--- src/rtl/ctx_pull_pkg.sv ---
package ctx_pull_pkg;
  localparam int FRAME_SLOTS  = 28;
  localparam int GPR_COUNT    = 16;
  localparam int IDX_W        = $clog2(GPR_COUNT);
  localparam int SLOT_W       = $clog2(FRAME_SLOTS);
  localparam int W2_SLOT      = 2;
  localparam int W1_SLOT      = 3;
  localparam int RBP_LSB      = 4;
  localparam int RBP_W        = 4;
  localparam int INH_LSB      = 56;
  localparam int INH_W        = 3;

  typedef enum logic [2:0] {
    ST_IDLE, ST_PULL, ST_DEF, ST_DRAIN, ST_WRITE, ST_MERGE, ST_DONE
  } seqState_t;

  typedef struct packed {
    logic              load;
    logic              issue;
    logic              step;
    logic              defPath;
    logic [SLOT_W-1:0] slot;
    logic              capValid;
    logic              capDef;
    logic [SLOT_W-1:0] capSlot;
    logic              wrEn;
    logic [IDX_W-1:0]  wrIdx;
    logic              finish;
  } ctrlStrb_t;
endpackage

--- src/rtl/ctx_pull_ctrl.sv ---
module ctx_pull_ctrl
  import ctx_pull_pkg::*;
(
  input  logic      clk,
  input  logic      rst,
  input  logic      start,
  input  logic      frameOk,
  output ctrlStrb_t strb,
  output logic      done
);
  localparam logic [SLOT_W-1:0] LAST_SLOT = SLOT_W'(FRAME_SLOTS - 1);
  localparam logic [IDX_W-1:0]  LAST_IDX  = IDX_W'(GPR_COUNT - 1);

  seqState_t         state;
  logic [SLOT_W-1:0] slot;
  logic [SLOT_W-1:0] capSlotQ;
  logic              capValidQ;
  logic              capDefQ;
  logic [IDX_W-1:0]  wrIdxQ;
  logic              issue;

  assign issue = (state == ST_PULL) || (state == ST_DEF);

  always_ff @(posedge clk) begin
    if (rst) begin
      state     <= ST_IDLE;
      slot      <= '0;
      capSlotQ  <= '0;
      capValidQ <= 1'b0;
      capDefQ   <= 1'b0;
      wrIdxQ    <= '0;
    end else begin
      capValidQ <= issue;
      capSlotQ  <= slot;
      capDefQ   <= (state == ST_DEF);
      case (state)
        ST_IDLE: begin
          slot <= '0;
          if (start) state <= frameOk ? ST_PULL : ST_DEF;
        end
        ST_PULL: begin
          slot <= slot + 1'b1;
          if (slot == LAST_SLOT) state <= ST_DRAIN;
        end
        ST_DEF: begin
          slot <= slot + 1'b1;
          if (slot == SLOT_W'(1)) state <= ST_DRAIN;
        end
        ST_DRAIN: begin
          wrIdxQ <= '0;
          state  <= capDefQ ? ST_MERGE : ST_WRITE;
        end
        ST_WRITE: begin
          wrIdxQ <= wrIdxQ + 1'b1;
          if (wrIdxQ == LAST_IDX) state <= ST_MERGE;
        end
        ST_MERGE: state <= ST_DONE;
        ST_DONE:  state <= ST_IDLE;
        default:  state <= ST_IDLE;
      endcase
    end
  end

  always_comb begin
    strb.load     = (state == ST_IDLE) && start;
    strb.issue    = issue;
    strb.step     = (state == ST_PULL);
    strb.defPath  = (state == ST_DEF);
    strb.slot     = slot;
    strb.capValid = capValidQ;
    strb.capDef   = capDefQ;
    strb.capSlot  = capSlotQ;
    strb.wrEn     = (state == ST_WRITE);
    strb.wrIdx    = wrIdxQ;
    strb.finish   = (state == ST_MERGE);
    done          = (state == ST_DONE);
  end
endmodule

--- src/rtl/ctx_pull_dpath.sv ---
module ctx_pull_dpath
  import ctx_pull_pkg::*;
#(
  parameter int ADDR_W = 16,
  parameter int DATA_W = 32,
  parameter int WC_W   = 16,
  parameter int SC_W   = 16,
  parameter logic [ADDR_W-1:0] DEF_W1_ADDR = 'h40,
  parameter logic [ADDR_W-1:0] DEF_W2_ADDR = 'h41
) (
  input  logic                clk,
  input  logic                rst,
  input  ctrlStrb_t           strb,
  input  logic                lpFlag,
  input  logic [ADDR_W-1:0]   ptrIn,
  input  logic [WC_W-1:0]     wcIn,
  input  logic [SC_W-1:0]     scIn,
  input  logic [2*DATA_W-1:0] curStatus,
  input  logic [DATA_W-1:0]   rdData,
  output logic                frameOk,
  output logic                rdEn,
  output logic [ADDR_W-1:0]   rdAddr,
  output logic                regWe,
  output logic [IDX_W-1:0]    regIdx,
  output logic [DATA_W-1:0]   regData,
  output logic [ADDR_W-1:0]   ptrOut,
  output logic [WC_W-1:0]     wcOut,
  output logic [SC_W-1:0]     scOut,
  output logic [2*DATA_W-1:0] newStatus
);
  localparam int STAT_W = 2 * DATA_W;

  logic [ADDR_W-1:0] ptrQ;
  logic [WC_W-1:0]   wcQ;
  logic [SC_W-1:0]   scQ;
  logic              lpQ;
  logic [STAT_W-1:0] curQ;
  logic [DATA_W-1:0] w1Q, w2Q;
  logic [STAT_W-1:0] newQ;
  logic [STAT_W-1:0] merged;
  logic [DATA_W-1:0] gprStage [GPR_COUNT];

  assign frameOk = (wcIn >= WC_W'(FRAME_SLOTS));

  always_ff @(posedge clk) begin
    if (rst) begin
      ptrQ <= '0;
      wcQ  <= '0;
      scQ  <= '0;
      lpQ  <= 1'b0;
      curQ <= '0;
    end else if (strb.load) begin
      ptrQ <= ptrIn;
      wcQ  <= wcIn;
      scQ  <= scIn;
      lpQ  <= lpFlag;
      curQ <= curStatus;
    end else if (strb.step) begin
      ptrQ <= ptrQ - 1'b1;
      wcQ  <= wcQ - 1'b1;
      scQ  <= scQ + 1'b1;
    end
  end

  always_comb begin
    if (strb.defPath) rdAddr = (strb.slot == '0) ? DEF_W1_ADDR : DEF_W2_ADDR;
    else              rdAddr = ptrQ;
  end
  assign rdEn = strb.issue;

  always_ff @(posedge clk) begin
    if (rst) begin
      w1Q <= '0;
      w2Q <= '0;
    end else if (strb.capValid) begin
      if (strb.capDef) begin
        if (strb.capSlot == '0) w1Q <= rdData;
        else                    w2Q <= rdData;
      end else begin
        if (strb.capSlot == SLOT_W'(W1_SLOT)) w1Q <= rdData;
        if (strb.capSlot == SLOT_W'(W2_SLOT)) w2Q <= rdData;
      end
    end
  end

  for (genvar g = 0; g < GPR_COUNT; g++) begin : gen_stage
    always_ff @(posedge clk) begin
      if (rst) gprStage[g] <= '0;
      else if (strb.capValid && !strb.capDef &&
               strb.capSlot == SLOT_W'(FRAME_SLOTS - 1 - g))
        gprStage[g] <= rdData;
    end
  end

  assign regWe   = strb.wrEn;
  assign regIdx  = strb.wrIdx;
  assign regData = gprStage[strb.wrIdx];

  always_comb begin
    merged = {w1Q, w2Q};
    merged[INH_LSB +: INH_W] = w1Q[INH_LSB-DATA_W +: INH_W] | curQ[INH_LSB +: INH_W];
    if (!lpQ) merged[RBP_LSB +: RBP_W] = curQ[RBP_LSB +: RBP_W];
  end

  always_ff @(posedge clk) begin
    if (rst)              newQ <= '0;
    else if (strb.finish) newQ <= merged;
  end

  assign ptrOut    = ptrQ;
  assign wcOut     = wcQ;
  assign scOut     = scQ;
  assign newStatus = newQ;
endmodule

--- src/rtl/ctx_pull_seq.sv ---
module ctx_pull_seq
  import ctx_pull_pkg::*;
#(
  parameter int ADDR_W = 16,
  parameter int DATA_W = 32,
  parameter int WC_W   = 16,
  parameter int SC_W   = 16,
  parameter logic [ADDR_W-1:0] DEF_W1_ADDR = 'h40,
  parameter logic [ADDR_W-1:0] DEF_W2_ADDR = 'h41
) (
  input  logic                clk,
  input  logic                rst,
  input  logic                start,
  input  logic                lpFlag,
  input  logic [ADDR_W-1:0]   ptrIn,
  input  logic [WC_W-1:0]     wcIn,
  input  logic [SC_W-1:0]     scIn,
  input  logic [2*DATA_W-1:0] curStatus,
  output logic                rdEn,
  output logic [ADDR_W-1:0]   rdAddr,
  input  logic [DATA_W-1:0]   rdData,
  output logic                regWe,
  output logic [3:0]          regIdx,
  output logic [DATA_W-1:0]   regData,
  output logic [ADDR_W-1:0]   ptrOut,
  output logic [WC_W-1:0]     wcOut,
  output logic [SC_W-1:0]     scOut,
  output logic [2*DATA_W-1:0] newStatus,
  output logic                done
);
  ctrlStrb_t strb;
  logic      frameOk;

  ctx_pull_ctrl ctrl_i (
    .clk(clk), .rst(rst), .start(start), .frameOk(frameOk),
    .strb(strb), .done(done)
  );

  ctx_pull_dpath #(
    .ADDR_W(ADDR_W), .DATA_W(DATA_W), .WC_W(WC_W), .SC_W(SC_W),
    .DEF_W1_ADDR(DEF_W1_ADDR), .DEF_W2_ADDR(DEF_W2_ADDR)
  ) dpath_i (
    .clk(clk), .rst(rst), .strb(strb), .lpFlag(lpFlag),
    .ptrIn(ptrIn), .wcIn(wcIn), .scIn(scIn), .curStatus(curStatus),
    .rdData(rdData), .frameOk(frameOk), .rdEn(rdEn), .rdAddr(rdAddr),
    .regWe(regWe), .regIdx(regIdx), .regData(regData),
    .ptrOut(ptrOut), .wcOut(wcOut), .scOut(scOut), .newStatus(newStatus)
  );
endmodule

--- config.mk ---
export PLATFORM = sky130hd
export DESIGN_NAME = ctx_pull_seq
export DESIGN_NICKNAME = d
export VERILOG_FILES = /design/src/rtl/ctx_pull_pkg.sv /design/src/rtl/ctx_pull_ctrl.sv /design/src/rtl/ctx_pull_dpath.sv /design/src/rtl/ctx_pull_seq.sv
export SDC_FILE = /design/constraint.sdc
export NUM_CORES = 1
export LEC_CHECK = 0
export ABC_AREA = 1
export BUFFER_PORTS_ARGS = -buffer_cell sky130_fd_sc_hd__buf_2
export CAP_MARGIN = 30
export CORE_MARGIN = 2
export CORE_UTILIZATION = 54
export DETAILED_ROUTE_END_ITERATION = 12
export PLACE_DENSITY = 0.8
export SLEW_MARGIN = 15
export SYNTH_ARGS = -nofsm -noshare
export SYNTH_HDL_FRONTEND = slang
export SYNTH_HIERARCHICAL = 1
export SYNTH_SLANG_ARGS = --single-unit
--- constraint.sdc ---
create_clock -name clk -period 2.3 [get_ports clk]
set_clock_uncertainty 0.15 [all_clocks]
set_input_delay 0.23 -clock clk [delete_from_list [all_inputs] [get_ports clk]]
set_output_delay 0.23 -clock clk [all_outputs]
set_load 0.01 [all_outputs]
Word level (Yosys, flattened, before mapping)
Memories as Yosys holds them, arrays and structs flattened. A register that Yosys moved wholly into a read port is not among the register bits.
Cells that the tools add are included.
Word-level totals
  memories kept: 1
  flip-flop bits (word level): 255
  latch bits: 0
  bits in writable memories: 512
  memory bits (read-only): 0
  output and inout bits: 167
Operators by class
  add/sub/neg operators: 5
  reduce and logical (&&, ||, !) cells: 32
  eq/ne operators: 33
  div/mod/pow operators: 0
  $lt $le $gt $ge: 1
  shift operators: 0
  bitwise logic cells: 17
  $mul: 0
  muxes and demuxes: 92
Memories
  dpath_i.gprStage: words 16, bits a word 32, rd ports 1, clocked after memory_dff 1, wr ports 16, line ctx_pull_dpath.sv:41  | logic [DATA_W-1:0] gprStage [GPR_COUNT];
Operators by type and width (number)
  two-way mux 32 bit: 22
  two-way mux 16 bit: 7
  equality test 5 bit, second input constant: 13
  two-way mux 1 bit: 52
  subtractor 16 x 1 -> 16 bit, second input constant: 2
  equality test 5 x 4 -> 1 bit, second input constant: 4
  logical AND 1 bit: 18
  one-hot mux 3 bit (6 select lines): 1
  adder 16 x 1 -> 16 bit, second input constant: 1
  greater-or-equal comparator 16 x 5 -> 1 bit, second input constant: 1
  bitwise OR 1 bit: 16
  two-way mux 3 bit: 4
  two-way mux 4 bit: 3
  equality test 5 x 2 -> 1 bit, second input constant: 2
  logical NOT 5 bit: 2
  one-hot mux 5 bit (2 select lines): 1
  nonzero test 2 bit: 5
  equality test 3 bit, second input constant: 3
  != test 2 bit, second input constant: 4
  one-hot mux 4 bit (2 select lines): 1
  equality test 3 x 2 -> 1 bit, second input constant: 2
  AND reduction 3 bit: 2
  adder 5 x 1 -> 5 bit, second input constant: 1
  equality test 5 x 1 -> 1 bit, second input constant: 1
  other kinds (11): 12

Longest topological paths before layout
  word-level depth: 7
  depth in mapped cells: 11
  gate-level depth less buffers: 11

Cells and area by module
The synthesis kept the hierarchy.
By module, submodules not included
  ctx_pull_dpath: cells each 3437, instances 1, sequential area each 19058.3 µm², area each 31243.7 µm²
  ctx_pull_ctrl: cells each 131, instances 1, sequential area each 380.4 µm², area each 945.9 µm²

Worst setup path before layout
OpenSTA, ideal clock, no wires.
  path type: register to register
  start: reg ctrl_i.capDefQ
  end: mem dpath_i.gprStage[4][0] (enable)
  period minus slack after synthesis: 2225 ps
  cell stages (with the launch flop): 9
  data arrival time: 1686 ps
  buffers on the path: 1
  slack: 75 ps
  setup time: 389 ps
  required time: 1761 ps
  cell sequence: dfxtp_1 buf_4 nor2_1 inv_1 nor2_2 inv_2 nor2_2 nand2_1 nand2_1
RTL lines
  start, declared: line ctx_pull_ctrl.sv:18  | logic capDefQ;
  start signal, assigned: line ctx_pull_ctrl.sv:35  | capDefQ <= (state == ST_DEF);
  end, declared: line ctx_pull_dpath.sv:41

==> impl_metrics.csv <==
group,metric,value,unit
worst_setup_path,worst-setup-path-type,"register to output pin",
global_route,grt_pass1_vias,26100,
worst_setup_path,reg2reg_depth,8,
drt,vias_per_cell,5.86,
worst_hold_path,worstHoldPathCells,7,
sta,fin_setup_tns,-5.85,ns
sta,period_needed,2.59,ns
worst_setup_path,endpoint_kind,"output pin",
drt,drtIter0Drc,3198,
layout,final_cells,4703,
power,total_power,33.1,mW
clock_tree,cts_tree,"built",
layout,area_growth,21.0,%
drt,drt_pass1_iterations,6,
sta,clock.fmax,386,MHz
worst_setup_path,path_cells,"buf_12, buf_16, o211ai_1, nand3_1, nand3_2, nand2_1, buf_2",
yosys,synth_top_area_share,47.8,%
status,failed_checks,"setup timing",
worst_setup_path,crit_family,"buffers and inverters",
worst_setup_path,slowest_delay,0.40,ns
yosys,synth-edff-count,512,
yosys,ys_ff_latch,715,
placed_design,dp_slack,0.281,ns
layout,drive_gt1_share,16.0,%
drt,wl,95200,um
global_route,grt_first_pass_wirelength,144000,um
clock_tree,clock_path_buffers,3,
yosys,ys_seq_area_share,60.4,%
floorplan,ios,315,
yosys,yosysTopAreaCell,"edfxtp_1",
sta,hold_viol_final,0,
layout,final_util,66.0,%
clock_tree,cts_root_buf,"clkbuf_16",
layout,final_cell_mix,"nor2_1, edfxtp_1, inv_1",
floorplan,start_util,54.5,%
worst_setup_path,cp_slowest_cell,"dfxtp_4",
clock_tree,htree_levels,3,
worst_setup_path,startpoint_type,"register",
clock_tree,clk_pin_slew,0.06,ns
placed_design,gp_congestion,0.894,
yosys,ys_types,34,
power,peakVddDrop,0.000711,V
worst_setup_path,r2r-end,"dpath_i/ptrOut[13]",
power,p_per_area,850,nW/um^2
worst_hold_path,hold_path_class,"input port to register",
sta,period_share,113,%
placed_design,dp.cells,4443,
status,status,"finished with violations",
yosys,syn_inst,3568,
layout,nNetsFinal,4026,
clock_tree,cts.sinks,715,
worst_setup_path,worstPathArrival,2.21,ns
layout,layout_commonest_cell,"nor2_1",
yosys,synth_area,32200,sq um
sta,setup_viol,32,
clock_tree,clk_latency,0.61,ns
sta,fin_ws,-0.293,ns
sta,rsz0062_at_grt,"true",
placed_design,dpl.hpwl,53500,um
drt,wl_per_cell,20.2,um
sta,slew_headroom,53.4,%
floorplan,die_y,248,um
flow_run,max_cap_violations,0,
floorplan,rows,89,
worst_setup_path,ff2ff_setup_slack,0.23,ns
global_route,grt-ovfl-total,0,
worst_setup_path,crit_buf_inv,3,
drt,drcViolationCount,0,
worst_setup_path,crit_fanout,17,
sta,worst-slew-pin-transition,0.698,ns
worst_hold_path,hold_start,"start",
yosys,yosys-top-cells-area,"edfxtp_1, dfxtp_1, nor2_1",
worst_setup_path,reg2reg_from,"ctrl_i/state[2]",
floorplan,die_area,61600,sq um
drt,via_count,27500,
yosys,syn_nets,3722,
power,p_leak,16.0,nW
clock_tree,cts_buffers,73,
sta,drv_slew,0,
yosys,syn_avg_cell_area,9.02,sq um
yosys,yosys_warnings,6,
global_route,antenna_found_initial,4,
yosys,synthArstFlopShare,0,%
placed_design,io_buffers,257,
layout,fillers,4265,
yosys,synth_flop_cell,"edfxtp_1",
worst_hold_path,min_to,"ctrl_i/state[1]",
global_route,grt_util_all_layers,30.4,%
floorplan,fp.coreArea,59000,sq um
drt,antenna_left,0,
worst_setup_path,required,1.92,ns
floorplan,die_w,248,um
global_route,grt_max_degree,98,
[where the power goes]
group / total (mW) / internal (mW) / switching (mW)
registers: 15.1 / 14.5 / 0.602
logic: 6.51 / 2.33 / 4.17
clock network: 11.5 / 6.64 / 4.87
total: 33.1 / 23.5 / 9.65
[worst max path at each step]
stage | start | slack [ns] | end | cells past startpoint
floorplan | ctrl_i/capDefQ | 0.07 | dpath_i/gprStage[4][0] | 8
global placement | ctrl_i/wrIdxQ[0] | 0.34 | regData[12] | 8
detailed placement | ctrl_i/wrIdxQ[0] | 0.28 | regData[12] | 8
CTS | ctrl_i/wrIdxQ[0] | -0.21 | regData[8] | 8
global route | ctrl_i/wrIdxQ[0] | -0.33 | regData[3] | 8
finish | ctrl_i/wrIdxQ[0] | -0.29 | regData[30] | 7
[cells in the mapped netlist, types with 10 or more instances]
cell      number
nand3_1      299
nand4_1       10
buf_1         23
a22oi_1       33
edfxtp_1     512
clkbuf_1     128
inv_1        380
a21oi_1      211
o211ai_1     135
dfxtp_1      203
nor2_1       799
buf_2        103
nand2_1      400
o21ai_0      251
buf_4         11
[worst register-to-register path: cells and delay by family, from the launching register on]
family,cells,cell delay [ns]
AOI/OAI and AO/OA,1,0.16
buffers and inverters,3,0.78
DFF,1,0.39
and+or+nand+nor,4,0.50
[logic make-up after synthesis]
group	Yosys count	synth area share (%)
flops	715	60.4
simple gates	1537	19.5
fa+ha+maj	6	0.233
compound gates	642	11.3
buf+inv	657	8.24
xor+xnor	11	0.299
[flip-flops by register name (all words and copies together) (netlist names)]
register	count
ctrl_i/capDefQ	1
ctrl_i/capSlotQ	5
ctrl_i/capValidQ	1
ctrl_i/slot	5
ctrl_i/state	3
ctrl_i/wrIdxQ	4
dpath_i/curQ	7
dpath_i/gprStage	512
dpath_i/lpQ	1
dpath_i/newStatus	64
dpath_i/ptrOut	16
dpath_i/scOut	16
dpath_i/w1Q	32
dpath_i/w2Q	32
dpath_i/wcOut	16
[stage by stage]
step / area [sq um] / hold WS (ns)
CTS: 38600 / 0.00106
global placement: 34600 / 0.295
detailed placement: 34600 / 0.305
global route: 39000 / 0.0682
floorplan: 32200 / 0.149
finish: 39000 / 0.0315
[area by class of cell]
| class | count | area [sq um] | area share, % |
|---|---|---|---|
| antenna | 3 | 7.51 | 0.0193 |
| clock buffer | 96 | 1990 | 5.10 |
| clock inverter | 34 | 297 | 0.761 |
| inverter | 390 | 1470 | 3.76 |
| multi-input combinational | 2196 | 10500 | 26.9 |
| sequential | 715 | 19500 | 49.9 |
| tap | 773 | 967 | 2.48 |
| timing repair buffer | 496 | 4310 | 11.1 |
[metal layers]
layer	part of all wire, %	global-route usage, %	vias up	routed length [um]
li1	-	-	12500	-
met1	37	40.0	12900	35100
met3	12	6.78	351	11200
met4	4.3	14.3	2	4090
met5	0.0095	0	-	9
met2	47	48.1	1822	44800
[repair_timing]
item | CTS | global route
cloned | 11 | 4
setup endpoints to repair | 40 | 33
pin swaps | 29 | 17
hold endpoints to repair | 120 | 0
hold buffers | 88 | 0
resized for setup | 115 | 61
setup buffers | 18 | 6
(Power assumes the default switching activity.)
